## src/rtl/gpio_pkg.sv

```systemverilog
package gpio_pkg;

  typedef enum logic [1:0] {
    SEL_DATA = 2'd0,
    SEL_DIR  = 2'd1,
    SEL_STAT = 2'd2,
    SEL_RSVD = 2'd3
  } reg_sel_e;

  typedef enum logic [1:0] {
    BUS_IDLE = 2'd0,
    BUS_WAIT = 2'd1
  } bus_state_e;

endpackage

```

## src/rtl/gpio_sync.sv

```systemverilog
module gpio_sync #(
  parameter int WIDTH  = 32,
  parameter int STAGES = 2
) (
  input  logic             clk,
  input  logic             rst,
  input  logic [WIDTH-1:0] din,
  output logic [WIDTH-1:0] dout
);

  logic [WIDTH-1:0] stage_q [STAGES];

  genvar g;
  generate
    for (g = 0; g < STAGES; g++) begin : g_stage
      if (g == 0) begin : g_first
        always_ff @(posedge clk) begin
          if (rst) stage_q[g] <= '0;
          else     stage_q[g] <= din;
        end
      end else begin : g_next
        always_ff @(posedge clk) begin
          if (rst) stage_q[g] <= '0;
          else     stage_q[g] <= stage_q[g-1];
        end
      end
    end
  endgenerate

  assign dout = stage_q[STAGES-1];

endmodule

```

## src/rtl/gpio_regs.sv

```systemverilog
module gpio_regs
  import gpio_pkg::*;
#(
  parameter int WIDTH = 32
) (
  input  logic             clk,
  input  logic             rst,
  input  logic             wr_stb,
  input  reg_sel_e         wr_sel,
  input  logic [WIDTH-1:0] wr_val,
  output logic [WIDTH-1:0] data_q,
  output logic [WIDTH-1:0] dir_q
);

  always_ff @(posedge clk) begin
    if (rst) begin
      data_q <= '0;
      dir_q  <= '0;
    end else if (wr_stb) begin
      case (wr_sel)
        SEL_DATA: data_q <= wr_val;
        SEL_DIR:  dir_q  <= wr_val;
        default:  ;
      endcase
    end
  end

endmodule

```

## src/rtl/gpio_readmux.sv

```systemverilog
module gpio_readmux
  import gpio_pkg::*;
#(
  parameter int WIDTH = 32
) (
  input  reg_sel_e         sel,
  input  logic [WIDTH-1:0] data_q,
  input  logic [WIDTH-1:0] dir_q,
  input  logic [WIDTH-1:0] pad_sync,
  input  logic [WIDTH-1:0] loop_en,
  output logic [WIDTH-1:0] rd_val
);

  logic [WIDTH-1:0] data_view;
  logic [WIDTH-1:0] stat_view;

  genvar b;
  generate
    for (b = 0; b < WIDTH; b++) begin : g_bit
      always_comb begin
        if (dir_q[b]) begin
          data_view[b] = data_q[b];
          stat_view[b] = loop_en[b] & data_q[b];
        end else begin
          data_view[b] = pad_sync[b];
          stat_view[b] = pad_sync[b];
        end
      end
    end
  endgenerate

  always_comb begin
    case (sel)
      SEL_DATA: rd_val = data_view;
      SEL_DIR:  rd_val = dir_q;
      SEL_STAT: rd_val = stat_view;
      default:  rd_val = '0;
    endcase
  end

endmodule

```

## src/rtl/gpio_bus.sv

```systemverilog
module gpio_bus
  import gpio_pkg::*;
#(
  parameter int WIDTH      = 32,
  parameter int READ_WAITS = 2
) (
  input  logic             clk,
  input  logic             rst,
  input  logic             req,
  input  logic             we,
  input  reg_sel_e         sel_in,
  input  logic [WIDTH-1:0] rd_val,
  output logic             wr_stb,
  output reg_sel_e         rd_sel,
  output logic             idle,
  output logic             ready,
  output logic [WIDTH-1:0] rdata
);

  localparam int CNT_W = $clog2(READ_WAITS + 1);

  bus_state_e       state_q;
  logic [CNT_W-1:0] cnt_q;
  logic             accept;

  assign idle   = (state_q == BUS_IDLE);
  assign accept = idle && req && !ready;
  assign wr_stb = accept && we;

  always_ff @(posedge clk) begin
    if (rst) begin
      state_q <= BUS_IDLE;
      cnt_q   <= '0;
      rd_sel  <= SEL_RSVD;
      ready   <= 1'b0;
      rdata   <= '0;
    end else begin
      ready <= 1'b0;
      case (state_q)
        BUS_IDLE: begin
          if (accept) begin
            if (we) begin
              ready <= 1'b1;
            end else begin
              rd_sel  <= sel_in;
              cnt_q   <= '0;
              state_q <= BUS_WAIT;
            end
          end
        end
        default: begin
          if (cnt_q == CNT_W'(READ_WAITS - 1)) begin
            rdata   <= rd_val;
            ready   <= 1'b1;
            state_q <= BUS_IDLE;
          end else begin
            cnt_q <= cnt_q + 1'b1;
          end
        end
      endcase
    end
  end

endmodule

```

## src/rtl/gpio_port.sv

```systemverilog
module gpio_port
  import gpio_pkg::*;
#(
  parameter int WIDTH       = 32,
  parameter int ADDR_W      = 4,
  parameter int SYNC_STAGES = 2,
  parameter int READ_WAITS  = 2
) (
  input  logic              clk,
  input  logic              rst,
  input  logic              req,
  input  logic              we,
  input  logic [ADDR_W-1:0] addr,
  input  logic [WIDTH-1:0]  wdata,
  output logic [WIDTH-1:0]  rdata,
  output logic              ready,
  input  logic [WIDTH-1:0]  loop_en,
  input  logic [WIDTH-1:0]  pad_in,
  output logic [WIDTH-1:0]  pad_out,
  output logic [WIDTH-1:0]  pad_oe
);

  reg_sel_e         addr_sel;
  reg_sel_e         rd_sel;
  logic             wr_stb;
  logic             fsm_idle;
  logic [WIDTH-1:0] data_q;
  logic [WIDTH-1:0] dir_q;
  logic [WIDTH-1:0] pad_sync;
  logic [WIDTH-1:0] rd_val;

  generate
    if (ADDR_W > 4) begin : g_wide_addr
      assign addr_sel = (addr[ADDR_W-1:4] == '0) ? reg_sel_e'(addr[3:2]) : SEL_RSVD;
    end else begin : g_narrow_addr
      assign addr_sel = reg_sel_e'(addr[3:2]);
    end
  endgenerate

  gpio_sync #(.WIDTH(WIDTH), .STAGES(SYNC_STAGES)) u_sync (
    .clk (clk),
    .rst (rst),
    .din (pad_in),
    .dout(pad_sync)
  );

  gpio_regs #(.WIDTH(WIDTH)) u_regs (
    .clk   (clk),
    .rst   (rst),
    .wr_stb(wr_stb),
    .wr_sel(addr_sel),
    .wr_val(wdata),
    .data_q(data_q),
    .dir_q (dir_q)
  );

  gpio_readmux #(.WIDTH(WIDTH)) u_rmux (
    .sel     (rd_sel),
    .data_q  (data_q),
    .dir_q   (dir_q),
    .pad_sync(pad_sync),
    .loop_en (loop_en),
    .rd_val  (rd_val)
  );

  gpio_bus #(.WIDTH(WIDTH), .READ_WAITS(READ_WAITS)) u_bus (
    .clk   (clk),
    .rst   (rst),
    .req   (req),
    .we    (we),
    .sel_in(addr_sel),
    .rd_val(rd_val),
    .wr_stb(wr_stb),
    .rd_sel(rd_sel),
    .idle  (fsm_idle),
    .ready (ready),
    .rdata (rdata)
  );

  assign pad_out = data_q;
  assign pad_oe  = dir_q;

endmodule

```

## config.mk

```make
export PLATFORM = sky130hd
export DESIGN_NAME = gpio_port
export DESIGN_NICKNAME = d
export VERILOG_FILES = /design/src/rtl/gpio_pkg.sv /design/src/rtl/gpio_sync.sv /design/src/rtl/gpio_regs.sv /design/src/rtl/gpio_readmux.sv /design/src/rtl/gpio_bus.sv /design/src/rtl/gpio_port.sv
export SDC_FILE = /design/constraint.sdc
export NUM_CORES = 1
export LEC_CHECK = 0
export BUFFER_PORTS_ARGS = -buffer_cell sky130_fd_sc_hd__buf_2
export CAP_MARGIN = 0
export CELL_PAD_IN_SITES_DETAIL_PLACEMENT = 1
export CELL_PAD_IN_SITES_GLOBAL_PLACEMENT = 2
export CORE_ASPECT_RATIO = 1.4
export CORE_MARGIN = 8
export CORE_UTILIZATION = 29
export CTS_BUF_LIST = sky130_fd_sc_hd__clkbuf_8
export DETAILED_ROUTE_END_ITERATION = 10
export PLACE_DENSITY = 0.91
export SYNTH_ARGS = -nofsm -noshare
export SYNTH_HDL_FRONTEND = slang
export SYNTH_SLANG_ARGS = --single-unit
```

## constraint.sdc

```tcl
create_clock -name clk -period 1.7 [get_ports clk]
set_clock_uncertainty 0.1 [all_clocks]
set_input_delay 0.085 -clock clk [delete_from_list [all_inputs] [get_ports clk]]
set_output_delay 0.085 -clock clk [all_outputs]
set_load 0.01 [all_outputs]
```

==> results.sh <==
export IMPL_critPathTopFamily="buffers and inverters"
export IMPL_grt_pass1_vias=6433
export IMPL_async_flop_share_pct=0
export IMPL_dp_hpwl_mm=14.53
export IMPL_wl_met1_mm=8.831
export IMPL_port_buffers=198
export IMPL_combPwrFrac_pct=10.8
export IMPL_syn_nets=849
export IMPL_p_leak_uw=0.003643
export IMPL_syn_area_per_cell_sq_um=8.313
export IMPL_critPathArrivalTime_ns=1.84
export IMPL_drc=0
export IMPL_setup_ws_ns=0.1427
export IMPL_synth_common_cells="166 x dfxtp_1, 163 x nand2_1, 121 x a21oi_1"
export IMPL_cts_clk_slew_worst_paths_ns=0.09
export IMPL_numCtsBuffers=17
export IMPL_yosysMostFrequentCell="dfxtp_1"
export IMPL_worst_slew_pin_slew_ns=0.3137
export IMPL_cp_startpoint="u_bus.ready$_SDFF_PP0_"
export IMPL_multi_input_area_sq_um=2648
export IMPL_endpoint_kind="flip-flop"
export IMPL_yosysSeqAreaShare_pct=53.73
export IMPL_htreeDepth=4
export IMPL_hold_path_startpoint="loop_en[1]"
export IMPL_antenna_found_initial=0
export IMPL_finalCritPeriodShare_pct=91.61
export IMPL_highest_layer="met4"
export IMPL_synth_enable_flop_cells=0
export IMPL_yosys_warnings=0
export IMPL_fillers=2525
export IMPL_initial_utilization_pct=29.39
export IMPL_drive_gt1_share_pct=24.67
export IMPL_critPathMaxStageDelay_ns=0.55
export IMPL_switching_share_pct=26.96
export IMPL_ant_nets=0
export IMPL_dr_wl_met2_mm=11.72
export IMPL_drtIter0Drc=127
export IMPL_ys_types=24
export IMPL_vias_per_cell=4.653
export IMPL_clockBufferDepth=2
export IMPL_setup_tns_ns=0
export IMPL_netlist_area_leader_share_pct=53.73
export IMPL_worst_path_buf_inv=2
export IMPL_cts_root_buf="clkbuf_8"
export IMPL_grt_max_degree=69
export IMPL_report_final_slew_viol_count=0
export IMPL_netlist_top_cells_area="dfxtp_1 54%, nand2_1 9.9%, a21oi_1 9.8%"
export IMPL_cap_violations=0
export IMPL_ys_ff_latch=166
export IMPL_finalCriticalPeriod_ns=1.557
export IMPL_wire_per_inst_microns=16.91
export IMPL_rsz0062_at_grt="false"
export IMPL_drt_pass1_iter_count=6
export IMPL_critical_path_class="flip-flop to flip-flop"
export IMPL_power_density_nw_per_um2=841.0
export IMPL_synth_ff_type="dfxtp_1"
export IMPL_layout_nets=1138
export IMPL_area_delta_synth_final_pct=43.96
export IMPL_hold_path_depth=5
export IMPL_crit_chain="nand4bb_1 > buf_4 > dlygate4sd3_1 > a21oi_1"
export IMPL_rr_worst_depth=4
export IMPL_timing_critical_path_fanout_max=4
export IMPL_cts_tree="yes"
export IMPL_synth_top_cell_by_area="dfxtp_1"
export IMPL_crit_path_start_kind="flip-flop"
export IMPL_place_congestion=0.7250
export IMPL_grt_first_pass_wirelength_mm=34.61
export IMPL_setup_viol_count_final=0
export IMPL_p_int_uw=5469
export IMPL_wl_met3_mm=1.298
export IMPL_clk_latency_ns=0.44
export IMPL_dp_slack_ns=0.1935
export IMPL_min_to="u_bus.rdata[1]$_SDFFE_PP0P_"
export IMPL_routed_wl_mm=22.10
export IMPL_reg2reg_to="u_bus.ready$_SDFF_PP0_"
export IMPL_power_switching_uw=2019
export IMPL_finalHoldViolCount=0
export IMPL_fp_dieArea_sq_um=26320
export IMPL_numClockSinks=166
export IMPL_grt_usage_pct=16.67
export IMPL_die_w_microns=139.4
export IMPL_rows=63
export IMPL_seq_area_sq_um=3326
export IMPL_syn_cell_area_sq_um=6185
export IMPL_fmax_mhz=642.1
export IMPL_crit_slowest_cell="dlygate4sd3_1"
export IMPL_num_vias=6081
export IMPL_worstReg2RegStart="u_bus.ready$_SDFF_PP0_"
export IMPL_min_path_type="input pin to flip-flop"
export IMPL_core_area_sq_um=21050
export IMPL_syn_inst=744
export IMPL_ir_drop_mv=0.5548
export IMPL_grt_overflow_total=0
export IMPL_relSlewSlack_pct=79.09
export IMPL_rrSetupSlack_ns=0.14
export IMPL_status="finished, final reports clean"
export IMPL_clockPowerShare_pct=35.0
export IMPL_ios=201
export IMPL_seqPwrFrac_pct=54.2
export IMPL_crit_required_ns=1.98
export IMPL_die_h_microns=188.8
[cell families (layout without fill, tap and decap cells)]
family | after synthesis | count (layout) | synth area share, %
other | 0 | 1 | 0
AO/OA/AOI/OAI | 167 | 167 | 14.14
buffers and inverters | 50 | 352 | 3.621
AND/OR/NAND/NOR | 360 | 360 | 28.30
adder cells (fa/ha/maj) | 1 | 1 | 0.2023
flip-flops | 166 | 166 | 53.73
[what timing repair did]
item,4_1_cts,5_1_grt
hold buffers,97,0
hold endpoints to repair,132,0
buffers inserted,0,0
resized for setup,0,0
[worst reg2reg max path, cell delays in order, from the launching register on]
cell and delay, ns:
dfxtp_1 0.35, nand4bb_1 0.22, buf_4 0.17, dlygate4sd3_1 0.55, a21oi_1 0.11
[how the worst max path moves through the flow]
stage | end | cells past startpoint
after global routing | u_regs.data_q[23]$_SDFFE_PP0P_ | 6
after detailed placement | u_regs.data_q[20]$_SDFFE_PP0P_ | 5
after floorplan | u_regs.data_q[26]$_SDFFE_PP0P_ | 6
final | u_bus.ready$_SDFF_PP0_ | 4
after global placement | u_regs.data_q[8]$_SDFFE_PP0P_ | 5
after CTS | u_bus.ready$_SDFF_PP0_ | 4
[metrics by stage]
stage	hold slack, ns	total power (uW)	cells	instance area (sq um)	utilization (%)
3_5_place_dp	0.2003	4785	1177	7576	36.00
2_1_floorplan	0.1029	4452	744	6185	-
3_3_place_gp	0.1939	4771	1177	7576	36.00
6_report	0.03568	7488	1307	8904	42.30
5_1_grt	0.04067	7871	1306	8901	42.29
4_1_cts	0.001265	7632	1306	8901	42.29
[layout make-up]
cell class / instances / share of cell area, %
sequential: 166 / 37.35
multi-input combinational: 528 / 29.74
timing repair buffer: 319 / 25.21
tap: 260 / 3.654
clock buffer: 17 / 2.628
clock inverter: 15 / 1.349
inverter: 1 / 0.04216
antenna: 1 / 0.02811
[metal layers]
metal | track usage, % | vias to the layer above
met5 | 0 | -
met4 | 4.956 | 0
met3 | 4.963 | 16
met2 | 31.65 | 149
met1 | 17.15 | 2896
li1 | - | 3020
[layout by cell type (no fill, tap or decap)]
cell and count:
buf_2 197, dfxtp_1 164, nand2_1 163, a21oi_1 120, dlygate4sd3_1 97, nor2b_1 68, nor2_1 47, nand2b_1 34
o21ai_1 32, nand3_1 21, nor3b_1 21, clkbuf_8 17, buf_4 17, a22oi_1 11, buf_12 8, inv_6 6
clkinvlp_4 3, inv_1 2, a211o_1 2, clkinv_2 2, inv_8 2, dfxtp_2 2, diode_2 1, nand4bb_1 1
nor3_4 1, or3_1 1, nor4b_2 1, and4bb_1 1, and2_1 1, a21oi_2 1, o22a_1 1, ha_1 1
clkinv_4 1
[power by group through the flow]
| stage | Sequential (uW) | Combinational [uW] | Clock, uW |
|---|---|---|---|
| 6_report | 4060 | 811 | 2620 |
| 4_1_cts | 4060 | 808 | 2760 |
| 5_1_grt | 4070 | 885 | 2910 |
| 2_1_floorplan | 4140 | 311 | 0 |
| 3_3_place_gp | 4150 | 622 | 0 |
| 3_5_place_dp | 4150 | 633 | 0 |
[flip-flops by register name, summed over array words and instances, names as in the netlist]
register,count
u_bus.rd_sel,2
u_regs.dir_q,32
u_bus.ready,1
u_bus.rdata,32
u_regs.data_q,32
u_sync.stage_q,64
u_bus.cnt_q,2
u_bus.state_q,1
Note: power is estimated with default switching activity, not from simulation.
